===== config.mk =====
export PLATFORM = sky130hd
export DESIGN_NAME = clock_sweep_victim
export DESIGN_NICKNAME = d
export VERILOG_FILES = /design/src/rtl/clock_sweep_pkg.sv /design/src/rtl/frame_record_table.sv /design/src/rtl/sweep_hand_ctrl.sv /design/src/rtl/clock_sweep_victim.sv
export SDC_FILE = /design/constraint.sdc
export NUM_CORES = 1
export LEC_CHECK = 0
export BUFFER_PORTS_ARGS = -buffer_cell sky130_fd_sc_hd__buf_2
export CORE_MARGIN = 3
export CORE_UTILIZATION = 50
export CTS_BUF_LIST = sky130_fd_sc_hd__clkbuf_4 sky130_fd_sc_hd__clkbuf_8 sky130_fd_sc_hd__clkbuf_16
export CTS_CLUSTER_SIZE = 12
export DETAILED_ROUTE_END_ITERATION = 6
export PLACE_DENSITY = 0.72
export SETUP_SLACK_MARGIN = 0.1
export SLEW_MARGIN = 40
export SYNTH_ARGS = -nofsm -noshare
export SYNTH_HDL_FRONTEND = slang
export SYNTH_SLANG_ARGS = --single-unit

===== constraint.sdc =====
create_clock -name clk -period 3.2 [get_ports clk]
set_input_delay 0.32 -clock clk [delete_from_list [all_inputs] [get_ports clk]]
set_output_delay 0.32 -clock clk [all_outputs]
set_load 0.02 [all_outputs]

===== src/rtl/clock_sweep_pkg.sv =====
package clock_sweep_pkg;

   // controller state
   typedef enum logic {
      ST_IDLE  = 1'b0,
      ST_SWEEP = 1'b1
   } sweep_state_t;

   // outcome of one hand visit, applied to the frame record under the hand
   typedef enum logic [1:0] {
      V_SKIP = 2'd0,   // recently used: clear use and counter
      V_AGE  = 2'd1,   // unused: counter + 1
      V_PICK = 2'd2    // unused and out of chances: becomes the victim
   } visit_kind_t;

endpackage


===== src/rtl/frame_record_table.sv =====
module frame_record_table
   import clock_sweep_pkg::*;
#(
   parameter int NUM_PAGES = 8,
   parameter int IDX_W     = 3,
   parameter int CNT_W     = 2
) (
   input  logic                            clk,
   input  logic                            rst_n,
   input  logic                            ref_valid,
   input  logic [IDX_W-1:0]                ref_idx,
   input  logic                            ref_write,
   input  logic                            clean_valid,
   input  logic [IDX_W-1:0]                clean_idx,
   input  logic                            upd_valid,
   input  logic [IDX_W-1:0]                upd_idx,
   input  visit_kind_t                     upd_kind,
   output logic [NUM_PAGES-1:0]            use_vec,
   output logic [NUM_PAGES-1:0]            dirty_vec,
   output logic [NUM_PAGES-1:0][CNT_W-1:0] cnt_arr
);

   for (genvar p = 0; p < NUM_PAGES; p++) begin : g_frame
      logic             hit_ref, hit_upd, hit_clean;
      logic             use_q, dirty_q;
      logic [CNT_W-1:0] cnt_q;

      assign hit_ref   = ref_valid   && (ref_idx   == IDX_W'(p));
      assign hit_upd   = upd_valid   && (upd_idx   == IDX_W'(p));
      assign hit_clean = clean_valid && (clean_idx == IDX_W'(p));

      always_ff @(posedge clk or negedge rst_n) begin
         if (!rst_n) begin
            use_q   <= 1'b0;
            dirty_q <= 1'b0;
            cnt_q   <= '0;
         end else begin
            // a reference always wins over a sweep clear of the same frame
            if (hit_ref)
               use_q <= 1'b1;
            else if (hit_upd)
               use_q <= 1'b0;

            if (hit_ref && ref_write)
               dirty_q <= 1'b1;
            else if (hit_upd && upd_kind == V_PICK)
               dirty_q <= 1'b0;
            else if (hit_clean)
               dirty_q <= 1'b0;

            if (hit_upd) begin
               unique case (upd_kind)
                  V_AGE:   cnt_q <= cnt_q + CNT_W'(1);
                  default: cnt_q <= '0;
               endcase
            end
         end
      end

      assign use_vec[p]   = use_q;
      assign dirty_vec[p] = dirty_q;
      assign cnt_arr[p]   = cnt_q;
   end

endmodule


===== src/rtl/sweep_hand_ctrl.sv =====
module sweep_hand_ctrl
   import clock_sweep_pkg::*;
#(
   parameter int NUM_PAGES     = 8,
   parameter int CLEAN_CHANCES = 1,
   parameter int DIRTY_CHANCES = 2,
   parameter int IDX_W         = 3,
   parameter int CNT_W         = 2
) (
   input  logic                            clk,
   input  logic                            rst_n,
   input  logic                            evict_req,
   input  logic                            ref_valid,
   input  logic [IDX_W-1:0]                ref_idx,
   input  logic [NUM_PAGES-1:0]            use_vec,
   input  logic [NUM_PAGES-1:0]            dirty_vec,
   input  logic [NUM_PAGES-1:0][CNT_W-1:0] cnt_arr,
   output logic                            upd_valid,
   output logic [IDX_W-1:0]                upd_idx,
   output visit_kind_t                     upd_kind,
   output logic [IDX_W-1:0]                hand,
   output logic                            busy,
   output logic                            done,
   output logic [IDX_W-1:0]                victim_idx,
   output logic                            victim_wb,
   output logic                            wb_start,
   output logic [IDX_W-1:0]                wb_start_idx
);

   localparam logic [CNT_W-1:0] CLEAN_LIM = CNT_W'(CLEAN_CHANCES);
   localparam logic [CNT_W-1:0] DIRTY_LIM = CNT_W'(DIRTY_CHANCES);
   localparam logic [CNT_W-1:0] WB_MARK   = CNT_W'(1);
   localparam logic [IDX_W-1:0] LAST_IDX  = IDX_W'(NUM_PAGES - 1);

   sweep_state_t     state_q;
   logic [IDX_W-1:0] hand_q, hand_nxt;
   logic             use_sel, dirty_sel, ref_on_hand;
   logic [CNT_W-1:0] cnt_sel, cnt_inc, limit;
   visit_kind_t      verdict;

   always_comb begin
      use_sel     = use_vec[hand_q];
      dirty_sel   = dirty_vec[hand_q];
      cnt_sel     = cnt_arr[hand_q];
      ref_on_hand = ref_valid && (ref_idx == hand_q);
      cnt_inc     = cnt_sel + CNT_W'(1);
      limit       = dirty_sel ? DIRTY_LIM : CLEAN_LIM;
      if (use_sel || ref_on_hand)
         verdict = V_SKIP;
      else if (cnt_inc >= limit)
         verdict = V_PICK;
      else
         verdict = V_AGE;
   end

   // hand wrap: free for power-of-two tables, compared otherwise
   if ((NUM_PAGES & (NUM_PAGES - 1)) == 0) begin : g_wrap_pow2
      assign hand_nxt = hand_q + IDX_W'(1);
   end else begin : g_wrap_cmp
      assign hand_nxt = (hand_q == LAST_IDX) ? '0 : hand_q + IDX_W'(1);
   end

   assign upd_valid = (state_q == ST_SWEEP);
   assign upd_idx   = hand_q;
   assign upd_kind  = verdict;
   assign hand      = hand_q;
   assign busy      = (state_q == ST_SWEEP);

   always_ff @(posedge clk or negedge rst_n) begin
      if (!rst_n) begin
         state_q      <= ST_IDLE;
         hand_q       <= '0;
         done         <= 1'b0;
         victim_idx   <= '0;
         victim_wb    <= 1'b0;
         wb_start     <= 1'b0;
         wb_start_idx <= '0;
      end else begin
         done     <= 1'b0;
         wb_start <= 1'b0;
         unique case (state_q)
            ST_IDLE: begin
               if (evict_req)
                  state_q <= ST_SWEEP;
            end
            ST_SWEEP: begin
               hand_q <= hand_nxt;
               if (verdict == V_PICK) begin
                  state_q    <= ST_IDLE;
                  done       <= 1'b1;
                  victim_idx <= hand_q;
                  victim_wb  <= dirty_sel;
               end else if (verdict == V_AGE && dirty_sel && cnt_inc == WB_MARK) begin
                  wb_start     <= 1'b1;
                  wb_start_idx <= hand_q;
               end
            end
            default: state_q <= ST_IDLE;
         endcase
      end
   end

endmodule


===== src/rtl/clock_sweep_victim.sv =====
module clock_sweep_victim
   import clock_sweep_pkg::*;
#(
   parameter int NUM_PAGES     = 8,
   parameter int CLEAN_CHANCES = 1,
   parameter int DIRTY_CHANCES = 2,
   parameter int IDX_W         = $clog2(NUM_PAGES),
   parameter int CNT_W         = $clog2(DIRTY_CHANCES + 1)
) (
   input  logic             clk,
   input  logic             rst_n,
   input  logic             ref_valid,
   input  logic [IDX_W-1:0] ref_idx,
   input  logic             ref_write,
   input  logic             clean_valid,
   input  logic [IDX_W-1:0] clean_idx,
   input  logic             evict_req,
   output logic             busy,
   output logic             done,
   output logic [IDX_W-1:0] victim_idx,
   output logic             victim_wb,
   output logic             wb_start,
   output logic [IDX_W-1:0] wb_start_idx
);

   if (NUM_PAGES < 2) begin : g_bad_pages
      $error("NUM_PAGES must be at least 2");
   end
   if (CLEAN_CHANCES < 1 || DIRTY_CHANCES < CLEAN_CHANCES) begin : g_bad_chances
      $error("need 1 <= CLEAN_CHANCES <= DIRTY_CHANCES");
   end
   if (IDX_W < $clog2(NUM_PAGES) || CNT_W < $clog2(DIRTY_CHANCES + 1)) begin : g_bad_widths
      $error("index or counter width too small");
   end

   logic [NUM_PAGES-1:0]            use_vec, dirty_vec;
   logic [NUM_PAGES-1:0][CNT_W-1:0] cnt_arr;
   logic                            upd_valid;
   logic [IDX_W-1:0]                upd_idx;
   visit_kind_t                     upd_kind;
   logic [IDX_W-1:0]                hand_w;

   frame_record_table #(
      .NUM_PAGES (NUM_PAGES),
      .IDX_W     (IDX_W),
      .CNT_W     (CNT_W)
   ) u_table (
      .clk         (clk),
      .rst_n       (rst_n),
      .ref_valid   (ref_valid),
      .ref_idx     (ref_idx),
      .ref_write   (ref_write),
      .clean_valid (clean_valid),
      .clean_idx   (clean_idx),
      .upd_valid   (upd_valid),
      .upd_idx     (upd_idx),
      .upd_kind    (upd_kind),
      .use_vec     (use_vec),
      .dirty_vec   (dirty_vec),
      .cnt_arr     (cnt_arr)
   );

   sweep_hand_ctrl #(
      .NUM_PAGES     (NUM_PAGES),
      .CLEAN_CHANCES (CLEAN_CHANCES),
      .DIRTY_CHANCES (DIRTY_CHANCES),
      .IDX_W         (IDX_W),
      .CNT_W         (CNT_W)
   ) u_ctrl (
      .clk          (clk),
      .rst_n        (rst_n),
      .evict_req    (evict_req),
      .ref_valid    (ref_valid),
      .ref_idx      (ref_idx),
      .use_vec      (use_vec),
      .dirty_vec    (dirty_vec),
      .cnt_arr      (cnt_arr),
      .upd_valid    (upd_valid),
      .upd_idx      (upd_idx),
      .upd_kind     (upd_kind),
      .hand         (hand_w),
      .busy         (busy),
      .done         (done),
      .victim_idx   (victim_idx),
      .victim_wb    (victim_wb),
      .wb_start     (wb_start),
      .wb_start_idx (wb_start_idx)
   );

endmodule


==> metrics.txt <==
pwr/cell area 1130 mW/mm2; Synth area leaders dfrtp_1 46%, mux4_2 6.5%, nor3b_1 5.0%; instance count of the mapped netlist between 200 and 250; HP Class in2async; Iter 0 DRT Violations roughly 170; Row Count 24; Critical Path AT ~3200 ps; Setup Skew ~5.8 ps; Final min period 3000 ps; Setup TNS Final 0 ps; WL final around 5.5 mm; WP data required 3380 ps; CTS tree done; fill count ~380; Initial Util 53.8%; largest net degree at the start of global routing 46; MaxCap Viol Count 0; Routed Antenna Nets 0; synth unique cells 42; Async SR Flop Fraction 100%; sw frac 42.7%; clock sinks 45; maximum vdd drop approximately 0.47 mV; largest area contributor in the netlist dfrtp_1; GRT Util Overall about a fifth; flops & latches, synth 45; Layout area overhead 11.8%; final period utilization between 90% and 100%; yosys warns 0; Worst Tran Pin Value just over 600 ps; Post-Syn Area 0.00242 mm2; vias per cell roughly 6.2; IO Pins 22; clock power share 11.7%; top cell type's share of synthesized area between 40% and 50%; DIE WIDTH between 70 and 80 um; DRT Pass-1 Iters 4; Vias around 1800; fmax between 0.3 and 0.4 GHz; Crit Path Max Fanout 11; DP HPWL roughly 4 mm; die height ~76 um; status finished, final reports clean; combinational power share a little over half; sequential share of power 34.2%; sequential share of the synthesized area between 40% and 50%; TritonCTS Buffers 5; H-tree depth 2; Setup Crit Path Kind reg2reg; most common cell after layout, fill and taps aside dfrtp_1; Core Util, Final between 60% and 70%; clk slew on worst S/H paths about 80 ps; Slew Limit Fails 0; P_sw 1.31 mW; Mapped Nets between 200 and 250; clock root cell clkbuf_8; worst skew pair latency between 200 and 300 ps; commonest cells after routing, fill and taps aside 44 x dfrtp_1, 30 x nand2_1, 21 x o21ai_0; CORE AREA roughly 0.0045 mm2; first-pass GRT wire length approximately 8.8 mm; number of diodes 0; CTS Buffer Depth 2; Top FF cell, synth dfrtp_1; startpoint types register; wire length per cell around 18 um; crit end category register; leakage power around 1.2 nW; final setup vio count 0; Buffers on Ports 21; EDFF count, synth 0; layout cells sized above 1 between 20% and 30%; final hold viol count 0; Final #Nets 268; R2R cell count 8; Max-slew headroom between 50% and 60%; vias in the first global route roughly 1800; internal power about 1.8 mW; die area about 0.0057 mm2; RSZ-0062 raised after global routing false; detailed-route DRC error count 0; gp weighted congestion 0.826; GRT overflow 0; Mean Syn Cell Area 11.0 um2; initial antenna violation count 0
==> per-layer routing <==
metal  up-vias  part of all wire [%]  GRT usage (%)
li1        869                     -              -
met5         -                     0              0
met3        12                   5.2           4.49
met1       902                    45           28.8
met4         0                   1.6           6.60
met2        65                    48           33.2
==> power groups by stage <==
stage / Sequential, mW / Combinational, mW / Clock [mW]
floorplan: 1.02 / 1.17 / 0
global placement: 1.05 / 1.47 / 0
detailed placement: 1.05 / 1.52 / 0
CTS: 1.04 / 1.52 / 0.368
global route: 1.08 / 1.81 / 0.390
finish: 1.05 / 1.65 / 0.358
==> synthesized netlist by cell type (all sizes together) (2+ instances only) <==
master and n:
nor2 3, mux4 7, mux2i 6, dfrtp 45, o21ai 21, xnor2 2
o31ai 4, nand2 30, nand3 4, nand2b 5, nand3b 3, o311ai 5
clkbuf 5, buf 5, or2 6, ha 8, mux2 6, o22ai 8
inv 8, nor3b 16, a22o 7
==> state kept, by name, summed over array words and instances, names as in the netlist <==
register and flops:
u_ctrl.hand 3, u_ctrl.wb_start_idx 3, u_ctrl.done 1, u_ctrl.wb_start 1
u_table.g_frame.dirty_q 8, u_ctrl.victim_idx 3, u_table.g_frame.use_q 8, u_ctrl.busy 1
u_ctrl.victim_wb 1, u_table.g_frame.cnt_q 16
==> cell type report <==
type / count / area, um2 / share of cell area, %
Sequential cell: 45 / 1130 / 41.6
Clock buffer: 7 / 90.1 / 3.33
Inverter: 8 / 30.0 / 1.11
Tap cell: 52 / 65.1 / 2.40
Timing Repair Buffer: 30 / 175 / 6.47
Multi-Input combinational cell: 158 / 1220 / 45.1
==> cells by family (layout without fill, tap and decap cells) <==
family          Yosys count  count (layout)  share of synthesized area (%)
buf+inv                  18              45                           3.77
flops                    45              45                           46.5
mux                      19              19                           11.8
compound gates           52              52                           15.3
xor+xnor                  3               3                           1.08
simple gates             74              74                           17.0
fa+ha+maj                 9              10                           4.60
==> worst paths after layout <==
kind / end / startpoint / slack, ps
min: u_table.g_frame[4].cnt_q[0] / rst_n / 20
min reg2reg: u_table.g_frame[1].use_q / u_table.g_frame[1].use_q / 490
max: u_ctrl.victim_idx[0] / u_ctrl.hand[0] / 200
max in group asynchronous: u_ctrl.hand[0] / rst_n / 2780
min in group clk: u_ctrl.busy / evict_req / 230
max reg2reg: u_ctrl.victim_idx[0] / u_ctrl.hand[0] / 200
==> stage by stage <==
stage / setup WS, ps / hold WS (ps) / std cells / total power, mW / cell area, um2
3_3_place_gp: 179 / 459 / 289 / 2.52 / 2580
2_1_floorplan: 266 / 24.4 / 220 / 2.19 / 2420
4_1_cts: 153 / 36.0 / 296 / 2.94 / 2670
6_report: 203 / 18.8 / 300 / 3.06 / 2710
5_1_grt: 111 / 51.3 / 300 / 3.29 / 2710
3_5_place_dp: 97.7 / 356 / 289 / 2.57 / 2580
==> worst max-delay path: stages (launching register included) <==
cell,delay [ps]
dfrtp_2,470
buf_4,210
mux2i_1,130
mux4_2,530
ha_1,300
nand2b_1,250
maj3_4,460
nand3b_2,180
mux2_2,350
==> timing repair <==
action	4_1_cts	5_1_grt
resized for setup	2	3
cloned	0	1
pin swaps	0	1
endpoints found under the setup margin	4	13
setup buffers	0	3
hold buffers	0	0
Note: power is estimated with default switching activity, not from simulation.
